File: src/rtl/intr_cause_pkg.sv
package intr_cause_pkg;
  localparam int CAUSE_W      = 32;
  localparam int CFG_W        = 8;
  localparam int ADDR_W       = 2;
  localparam int HIPRIO_BIT   = 31;
  localparam int PERIODIC_BIT = 28;

  typedef enum logic [ADDR_W-1:0] {
    REG_CAUSE  = 2'd0,
    REG_MASK   = 2'd1,
    REG_COAL   = 2'd2,
    REG_PERIOD = 2'd3
  } regSel_e;

  // strobes from control to datapath
  typedef struct packed {
    logic periodicSet;
  } ctrlStrobe_t;

  // register state seen by the control
  typedef struct packed {
    logic             pending;
    logic             hiMaskOn;
    logic [CFG_W-1:0] coalVal;
    logic [CFG_W-1:0] periodVal;
  } regView_t;
endpackage

File: src/rtl/intr_cause_regs.sv
module intr_cause_regs
  import intr_cause_pkg::*;
#(
  parameter logic [CFG_W-1:0] COAL_RESET = 8'h40
) (
  input  logic                clk,
  input  logic                rstN,
  input  logic                regWrEn,
  input  logic [ADDR_W-1:0]   regAddr,
  input  logic [CAUSE_W-1:0]  regWrData,
  output logic [CAUSE_W-1:0]  regRdData,
  input  logic [CAUSE_W-1:0]  evtSet,
  input  logic                hiPrio,
  input  ctrlStrobe_t         strobes,
  output regView_t            view
);
  localparam int PAD_W = CAUSE_W - CFG_W;

  logic [CAUSE_W-1:0] cause;
  logic [CAUSE_W-1:0] mask;
  logic [CFG_W-1:0]   coalVal;
  logic [CFG_W-1:0]   periodVal;
  logic [CAUSE_W-1:0] setBits;
  logic [CAUSE_W-1:0] clrBits;
  logic               wrCause;

  assign wrCause = regWrEn && (regAddr == REG_CAUSE);

  always_comb begin
    setBits = evtSet;
    setBits[HIPRIO_BIT]   = setBits[HIPRIO_BIT] | hiPrio;
    setBits[PERIODIC_BIT] = setBits[PERIODIC_BIT] | strobes.periodicSet;
    clrBits = wrCause ? regWrData : '0;
  end

  always_ff @(posedge clk) begin
    if (!rstN) begin
      cause     <= '0;
      mask      <= '0;
      coalVal   <= COAL_RESET;
      periodVal <= '0;
    end else begin
      // set takes priority over a same-cycle clear
      cause <= (cause & ~clrBits) | setBits;
      if (regWrEn && regAddr == REG_MASK)   mask      <= regWrData;
      if (regWrEn && regAddr == REG_COAL)   coalVal   <= regWrData[CFG_W-1:0];
      if (regWrEn && regAddr == REG_PERIOD) periodVal <= regWrData[CFG_W-1:0];
    end
  end

  always_comb begin
    case (regAddr)
      REG_CAUSE:  regRdData = cause;
      REG_MASK:   regRdData = mask;
      REG_COAL:   regRdData = {{PAD_W{1'b0}}, coalVal};
      default:    regRdData = {{PAD_W{1'b0}}, periodVal};
    endcase
  end

  assign view.pending   = |(cause & mask);
  assign view.hiMaskOn  = mask[HIPRIO_BIT];
  assign view.coalVal   = coalVal;
  assign view.periodVal = periodVal;


  cause_hold_chk: assert property (@(posedge clk) disable iff (!rstN)
    !(regWrEn && regAddr == REG_CAUSE) |=> ((cause & $past(cause)) == $past(cause)));


  set_wins_chk: assert property (@(posedge clk) disable iff (!rstN)
    (|evtSet) |=> ((cause & $past(evtSet)) == $past(evtSet)));
endmodule

File: src/rtl/intr_coal_ctrl.sv
module intr_coal_ctrl
  import intr_cause_pkg::*;
#(
  parameter int UNIT_TICKS = 32
) (
  input  logic        clk,
  input  logic        rstN,
  input  logic        usTick,
  input  logic        hiPrio,
  input  regView_t    view,
  output ctrlStrobe_t strobes,
  output logic        irqOut
);
  localparam int SUB_W = (UNIT_TICKS > 1) ? $clog2(UNIT_TICKS) : 1;
  localparam logic [SUB_W-1:0] SUB_LAST = SUB_W'(UNIT_TICKS - 1);

  logic             running;
  logic             fired;
  logic [SUB_W-1:0] coalSub;
  logic [CFG_W-1:0] coalLeft;
  logic [SUB_W-1:0] perSub;
  logic [CFG_W-1:0] perLeft;
  logic             hiBypass;

  assign hiBypass = hiPrio && view.hiMaskOn;

  // coalescing delay
  always_ff @(posedge clk) begin
    if (!rstN) begin
      running  <= 1'b0;
      fired    <= 1'b0;
      coalSub  <= '0;
      coalLeft <= '0;
    end else if (hiBypass) begin
      running <= 1'b0;
      fired   <= 1'b1;
    end else if (!view.pending) begin
      running <= 1'b0;
      fired   <= 1'b0;
    end else if (!running && !fired && view.coalVal != '0) begin
      running  <= 1'b1;
      coalLeft <= view.coalVal;
      coalSub  <= '0;
    end else if (running && usTick) begin
      if (coalSub == SUB_LAST) begin
        coalSub <= '0;
        if (coalLeft == CFG_W'(1)) begin
          running <= 1'b0;
          fired   <= 1'b1;
        end else begin
          coalLeft <= coalLeft - 1'b1;
        end
      end else begin
        coalSub <= coalSub + 1'b1;
      end
    end
  end

  // periodic cause generator
  always_ff @(posedge clk) begin
    if (!rstN) begin
      perSub              <= '0;
      perLeft             <= '0;
      strobes.periodicSet <= 1'b0;
    end else begin
      strobes.periodicSet <= 1'b0;
      if (view.periodVal == '0) begin
        perSub  <= '0;
        perLeft <= '0;
      end else if (perLeft == '0) begin
        perSub  <= '0;
        perLeft <= view.periodVal;
      end else if (usTick) begin
        if (perSub == SUB_LAST) begin
          perSub <= '0;
          if (perLeft == CFG_W'(1)) begin
            strobes.periodicSet <= 1'b1;
            perLeft             <= view.periodVal;
          end else begin
            perLeft <= perLeft - 1'b1;
          end
        end else begin
          perSub <= perSub + 1'b1;
        end
      end
    end
  end

  assign irqOut = view.pending && (fired || view.coalVal == '0);


  bypass_fast_chk: assert property (@(posedge clk) disable iff (!rstN)
    hiBypass |=> irqOut);


  idle_reload_chk: assert property (@(posedge clk) disable iff (!rstN)
    (!view.pending && !hiPrio) |=> (!fired && !running));


  no_early_fire_chk: assert property (@(posedge clk) disable iff (!rstN)
    ($rose(fired) && !$past(hiBypass)) |-> $past(running));


  period_off_chk: assert property (@(posedge clk) disable iff (!rstN)
    (view.periodVal == '0) |=> !strobes.periodicSet);
endmodule

File: src/rtl/intr_cause_ctrl.sv
module intr_cause_ctrl
  import intr_cause_pkg::*;
#(
  parameter int               UNIT_TICKS = 32,
  parameter logic [CFG_W-1:0] COAL_RESET = 8'h40
) (
  input  logic               clk,
  input  logic               rstN,
  input  logic               regWrEn,
  input  logic [ADDR_W-1:0]  regAddr,
  input  logic [CAUSE_W-1:0] regWrData,
  output logic [CAUSE_W-1:0] regRdData,
  input  logic [CAUSE_W-1:0] evtSet,
  input  logic               hiPrioRx,
  input  logic               usTick,
  output logic               irqOut
);
  ctrlStrobe_t strobes;
  regView_t    view;

  intr_cause_regs #(.COAL_RESET(COAL_RESET)) dpath (
    .clk(clk), .rstN(rstN), .regWrEn(regWrEn), .regAddr(regAddr),
    .regWrData(regWrData), .regRdData(regRdData), .evtSet(evtSet),
    .hiPrio(hiPrioRx), .strobes(strobes), .view(view)
  );

  intr_coal_ctrl #(.UNIT_TICKS(UNIT_TICKS)) ctrl (
    .clk(clk), .rstN(rstN), .usTick(usTick), .hiPrio(hiPrioRx),
    .view(view), .strobes(strobes), .irqOut(irqOut)
  );


  irq_needs_cause_chk: assert property (@(posedge clk) disable iff (!rstN)
    irqOut |-> view.pending);
endmodule

File: config.mk
export PLATFORM = sky130hd
export DESIGN_NAME = intr_cause_ctrl
export DESIGN_NICKNAME = d
export VERILOG_FILES = /design/src/rtl/intr_cause_pkg.sv /design/src/rtl/intr_cause_regs.sv /design/src/rtl/intr_coal_ctrl.sv /design/src/rtl/intr_cause_ctrl.sv
export SDC_FILE = /design/constraint.sdc
export NUM_CORES = 1
export LEC_CHECK = 0
export BUFFER_PORTS_ARGS = -buffer_cell sky130_fd_sc_hd__buf_2
export CAP_MARGIN = 5
export CORE_MARGIN = 4
export CORE_UTILIZATION = 55
export DETAILED_ROUTE_END_ITERATION = 16
export PLACE_DENSITY = 0.79
export SLEW_MARGIN = 20
export SYNTH_ARGS = -nofsm -noshare
export SYNTH_HDL_FRONTEND = slang
export SYNTH_SLANG_ARGS = --single-unit
export TNS_END_PERCENT = 20
File: constraint.sdc
create_clock -name clk -period 5.5 [get_ports clk]
set_clock_uncertainty 0.2 [all_clocks]
set_input_delay 0.825 -clock clk [delete_from_list [all_inputs] [get_ports clk]]
set_output_delay 0.825 -clock clk [all_outputs]
set_load 0.05 [all_outputs]
# Word level (Yosys, flattened, before mapping)
# Cells that the tools add are included.
[word_totals]
inputBits = 71
output_inout_bits = 33
register_bits = 109
[classes]
bitwise = 11
add_sub_neg = 4
muxes = 25
eq_ne = 12
reduce_logical = 32
[op_table]
columns = ["op", "count"]
rows = [
  ["$pmux 32 s3", 1],
  ["$and 32x32->32", 2],
  ["$mux 8", 8],
  ["$mux 32", 1],
  ["$not 32->32", 1],
  ["$or 32x32->32", 1],
  ["$reduce_or 32->1", 1],
  ["$logic_not 8->1", 3],
  ["$mux 5", 4],
  ["$eq 8x1->1 const B", 2],
  ["$sub 8x1->8 const B", 2],
  ["$ne 3x3->1 const B", 4],
  ["$mux 1", 11],
  ["$add 5x1->5 const B", 2],
  ["$eq 5x5->1 const B", 2],
  ["$reduce_bool 2->1", 5],
  ["$logic_and 1x1->1", 9],
  ["$reduce_bool 8->1", 1],
  ["$reduce_and 3->1", 2],
  ["$reduce_or 3->1", 2],
  ["$not 1->1", 5],
  ["$reduce_and 5->1", 1],
  ["$reduce_or 5->1", 1],
  ["$eq 2x2->1 const B", 2],
  ["9 further kinds", 11],
]

# Logic depth before layout (Yosys ltp)
[logic_depth]
word_depth = 7
ltp_mapped = 8
mapped_depth_nobuf = 8

# By module
# Synthesis repeated with hierarchy kept, for this count alone.
[hier_totals]
hier_cells = 608
area_unflattened_um2 = 5517.8
[modules_own_cells]
columns = ["mod", "cells_each", "area_per_inst_um2", "seq_area_each_um2", "n_inst"]
rows = [
  ["intr_cause_regs", 383, 3719.8, 1601.5, 1],
  ["intr_coal_ctrl", 225, 1798.0, 580.6, 1],
]

# Least setup slack after synthesis
# OpenSTA, ideal clock, no wires.
[synth_timing]
path_type = "input to output"
startpoint = "in regAddr[0]"
endpoint = "out regRdData[10]"
n_path_buf = 3
arrival_time_ns = 2.363
setup_slack_ns = 2.112
path_stages = 5
path_cell_list = "buf_2 buf_2 buf_2 mux2i_1 nor2_1"
[synth_between]
elab_chain_cells = 2
word_cells_on_any_way = 4
classes_between = "eq/ne (2); mux (1); reduce/logical (1)"
[synth_rtl]
columns = ["item", "line_no", "source"]
rows = [
  ["from (decl)", "intr_cause_ctrl.sv:10", "input logic [ADDR_W-1:0] regAddr,"],
  ["$eq 2x2->1, or another cell as far along", "intr_cause_regs.sv:52", "case (regAddr)"],
  ["$pmux 32 s3 (*)", "intr_cause_regs.sv:52", ""],
  ["to (decl)", "intr_cause_ctrl.sv:12", "output logic [CAUSE_W-1:0] regRdData,"],
]
# Mark *: on every way between the ends. The rest lies on a longest branch, timed or not.

# Worst setup path after layout
[layout_timing]
startpoint = "in regAddr[1]"
endpoint = "out regRdData[0]"
# Same word-level chain as after synthesis.

==> out/metrics.yaml <==
floorplan:
  chipWidth_um: 105.5
  die_height_um: 105.5
  boundaryPins: 104
  start_util: 0.5657
  placeableCoreArea_mm2: 0.009240
  floorplan.die_area_mm2: 0.01113
  placementRows: 35
global_route:
  maximum_number_of_pins_on_one_net_before_global_route_repair: 86
  global_route.overflow_total: 0
  track_usage: 0.2587
  antenna_found_initial: 1
  grt_pass1_wl_um: 23430
  number_of_global_route_vias_before_repair: 4773
synth:
  synth-warning-count: 0
  synth_nets: 727
  asyncSetResetFlopFracSynth: 0
  post_synth.cell_area_avg_um2: 8.067
  post_synth_num_cell_types: 57
  synthCells: 648
  largest_family_of_logic_cells_by_synthesized_area: "simple AND/OR/NAND/NOR gates"
  synth-compound-area-share: 0.1872
  syn_area_mm2: 0.005228
  synth_ff_type: "sky130_fd_sc_hd__dfxtp_1"
  synth-xor-area-share: 0.001675
  synth_enable_flop_cells: 0
  post_synth_simple_gate_area: 0.2379
  synth_register_bits: 109
  post_synthesis_adder_cell_area_fraction: 0.01915
  synth_mux_area_frac: 0.1036
  synth_sequential_area_ratio: 0.4174
power:
  power.leakage_nw: 2.490
  power_frac_seq: 0.432
  max-vdd-ir-drop_mv: 0.3938
  p_per_area_mw_per_mm2: 358.0
  power.clock.fraction: 0.200
  p_comb_frac: 0.369
  switching_share_of_power: 0.3828
  p_switching_mw: 0.8203
  internal_power_mw: 1.323
final_layout:
  post_route_cells_drive_above_1_share: 0.1995
  finalCoreUtilization: 0.6478
  area_occupied_by_multi_input_gates_mm2: 0.002880
  antenna-diode-count: 0
  syn_to_final_growth_pct: 14.50
  register_area_mm2: 0.002182
  number_of_nets_in_the_finished_design: 812
  nFillCells: 818
worst_hold_path:
  worst_hold_path_type: "reg2reg"
  hold-path-cell-count: 2
detailed_routing:
  drt-initial-drc-count: 273
  finalWirelength_um: 14480
  via_count: 5038
  wl_per_cell_um: 16.72
  antenna_left: 0
  remaining_design_rule_violation_count: 0
  via_per_inst: 5.818
  drt_pass1_iterations: 5
clock_network:
  clk_latency_ns: 0.37
  cts-htree-levels: 3
  setup_fix_bufs_post_cts: 0
  path_clk_slew_ns: 0.10
  clock_sinks: 109
  cts_tree: "done"
  cts-resized-gates: 0
  cts_inserted_buffers: 9
  postCtsHoldBufs: 0
  clock_path_buffers: 2
  clock_tree.root_cell: "sky130_fd_sc_hd__clkbuf_8"
critical_path:
  timing.critical_path.required_ns: 4.47
  worst_setup_path_start_kind: "input pin"
  cp_endpoint_kind: "primary output"
  worstRegToRegCells: 8
  worstPathMaxFanout: 37
  timing.critical_path.arrival_ns: 2.08
  timing.setup.critical_path_class: "in2out"
placement:
  routabilityCongestion: 0.9047
  detailed_place_hpwl_um: 10400
  place.port_buffers: 103
sta:
  relSlewSlack: 0.4202
  report.final.slew_viol_count: 0
  timing.final.setup_violations: 0
  rsz_0062_raised_after_global_routing: "false"
  setup-tns-final_ns: 0
  final_period_minus_worst_setup_slack_ns: 3.109
  clock.fmax_mhz: 321.6
  final-hold-violation-count: 0
  final_min_period_over_clock_period: 0.5653
  worst-slew-pin-transition_ns: 0.8697
run:
  timing.max_cap.violations: 0
outcome:
  status: "complete, no violations"
## synth_stat cells, drive strengths merged, types with 4 or more instances
cell / number / share of area
nor3: 11 / 0.011
nand4: 7 / 0.0084
a211oi: 7 / 0.010
buf: 8 / 0.0079
o21ai: 18 / 0.017
or2: 5 / 0.0060
a22oi: 17 / 0.024
or4: 5 / 0.0072
mux2i: 35 / 0.067
clkbuf: 26 / 0.019
mux4: 8 / 0.034
a31oi: 4 / 0.0048
and3: 4 / 0.0048
dfxtp: 109 / 0.42
a21oi: 90 / 0.087
nand3: 12 / 0.011
nor3b: 4 / 0.0057
nor2: 87 / 0.062
ha: 8 / 0.019
inv: 9 / 0.0065
nand2: 133 / 0.096
## worst paths after layout
path | start | to | slack (ns)
setup reg to reg | ctrl.coalSub[0] | ctrl.coalLeft[4] | 3.09
hold reg to reg | ctrl.strobes | dpath.cause[28] | 0.27
hold / removal | ctrl.strobes | dpath.cause[28] | 0.27
setup / recovery | regAddr[1] | regRdData[0] | 2.39
## flip-flops by register name, indices dropped and copies added (netlist names), 5 cells and up
| signal | count |
|---|---|
| ctrl.coalSub | 5 |
| ctrl.coalLeft | 8 |
| dpath.periodVal | 8 |
| ctrl.perLeft | 8 |
| dpath.mask | 32 |
| dpath.coalVal | 8 |
| ctrl.perSub | 5 |
| dpath.cause | 32 |
## stage by stage
| step | setup WS (ns) | cells | hold slack, ns | power (mW) | cell area [um2] |
|---|---|---|---|---|---|
| floorplan | 2.112 | 648 | 0.2173 | 1.543 | 5228 |
| global placement | 1.975 | 850 | 0.2373 | 1.691 | 5803 |
| detailed placement | 1.954 | 850 | 0.2415 | 1.724 | 5803 |
| CTS | 1.947 | 865 | 0.2694 | 2.149 | 5966 |
| global route | 2.332 | 866 | 0.2879 | 2.288 | 5986 |
| finish | 2.391 | 866 | 0.2668 | 2.143 | 5986 |
## critical path, stage by stage
cell and delay [ns]:
sky130_fd_sc_hd__buf_2 0.60, sky130_fd_sc_hd__mux4_2 0.42, sky130_fd_sc_hd__buf_2 0.23
## layout make-up
| type | instances | share of cell area |
|---|---|---|
| clock buffer | 9 | 0.02069 |
| clock inverter | 6 | 0.006480 |
| inverter | 9 | 0.005644 |
| multi-input combinational | 496 | 0.4812 |
| sequential | 109 | 0.3645 |
| tap | 129 | 0.02696 |
| timing repair buffer | 108 | 0.09448 |
## metal layers
metal,share of wire,vias up,GRT usage
li1,-,2456,-
met1,0.42,2329,0.3216
met2,0.47,216,0.4335
met3,0.080,35,0.07410
met4,0.028,2,0.08233
met5,0.0012,-,0
## power groups by stage
| stage | logic, mW | registers, mW | clock network, mW |
|---|---|---|---|
| 6_report | 0.790 | 0.925 | 0.428 |
| 3_3_place_gp | 0.753 | 0.938 | 0 |
| 5_1_grt | 0.883 | 0.934 | 0.471 |
| 4_1_cts | 0.784 | 0.923 | 0.442 |
| 3_5_place_dp | 0.783 | 0.940 | 0 |
| 2_1_floorplan | 0.623 | 0.920 | 0 |
## cells in the final DEF (no fill, tap or decap), types with 2 or more instances in the layout
cell type                    count
sky130_fd_sc_hd__a211oi_1        7
sky130_fd_sc_hd__o31ai_1         3
sky130_fd_sc_hd__o21ai_1         7
sky130_fd_sc_hd__or2_2           4
sky130_fd_sc_hd__nand2_1       133
sky130_fd_sc_hd__o32ai_1         2
sky130_fd_sc_hd__buf_4           4
sky130_fd_sc_hd__ha_1            8
sky130_fd_sc_hd__o21ai_0        11
sky130_fd_sc_hd__a22oi_1        17
sky130_fd_sc_hd__inv_1           8
sky130_fd_sc_hd__a21o_1          3
sky130_fd_sc_hd__dfxtp_1       109
sky130_fd_sc_hd__a21oi_1        89
sky130_fd_sc_hd__a31oi_1         4
sky130_fd_sc_hd__clkinv_2        3
sky130_fd_sc_hd__clkbuf_8        9
sky130_fd_sc_hd__nor4_4          2
sky130_fd_sc_hd__nor3_1         10
sky130_fd_sc_hd__mux2i_1        35
sky130_fd_sc_hd__o211ai_1        2
sky130_fd_sc_hd__o22ai_1         2
sky130_fd_sc_hd__clkinvlp_4      2
sky130_fd_sc_hd__mux4_2          8
sky130_fd_sc_hd__or4_1           5
sky130_fd_sc_hd__nand4_1         7
sky130_fd_sc_hd__and2_1          2
sky130_fd_sc_hd__and3_1          4
sky130_fd_sc_hd__o221a_1         3
sky130_fd_sc_hd__buf_2         103
sky130_fd_sc_hd__nor3b_1         3
sky130_fd_sc_hd__nor2_1         86
sky130_fd_sc_hd__nand3_1        12
## cell families after synthesis
logic type      count (synthesis)
compound gates                163
flops                         109
mux                            44
xor+xnor                        1
simple gates                  280
fa+ha+maj                       8
buf+inv                        43
Power figures use the tool's default switching activity.
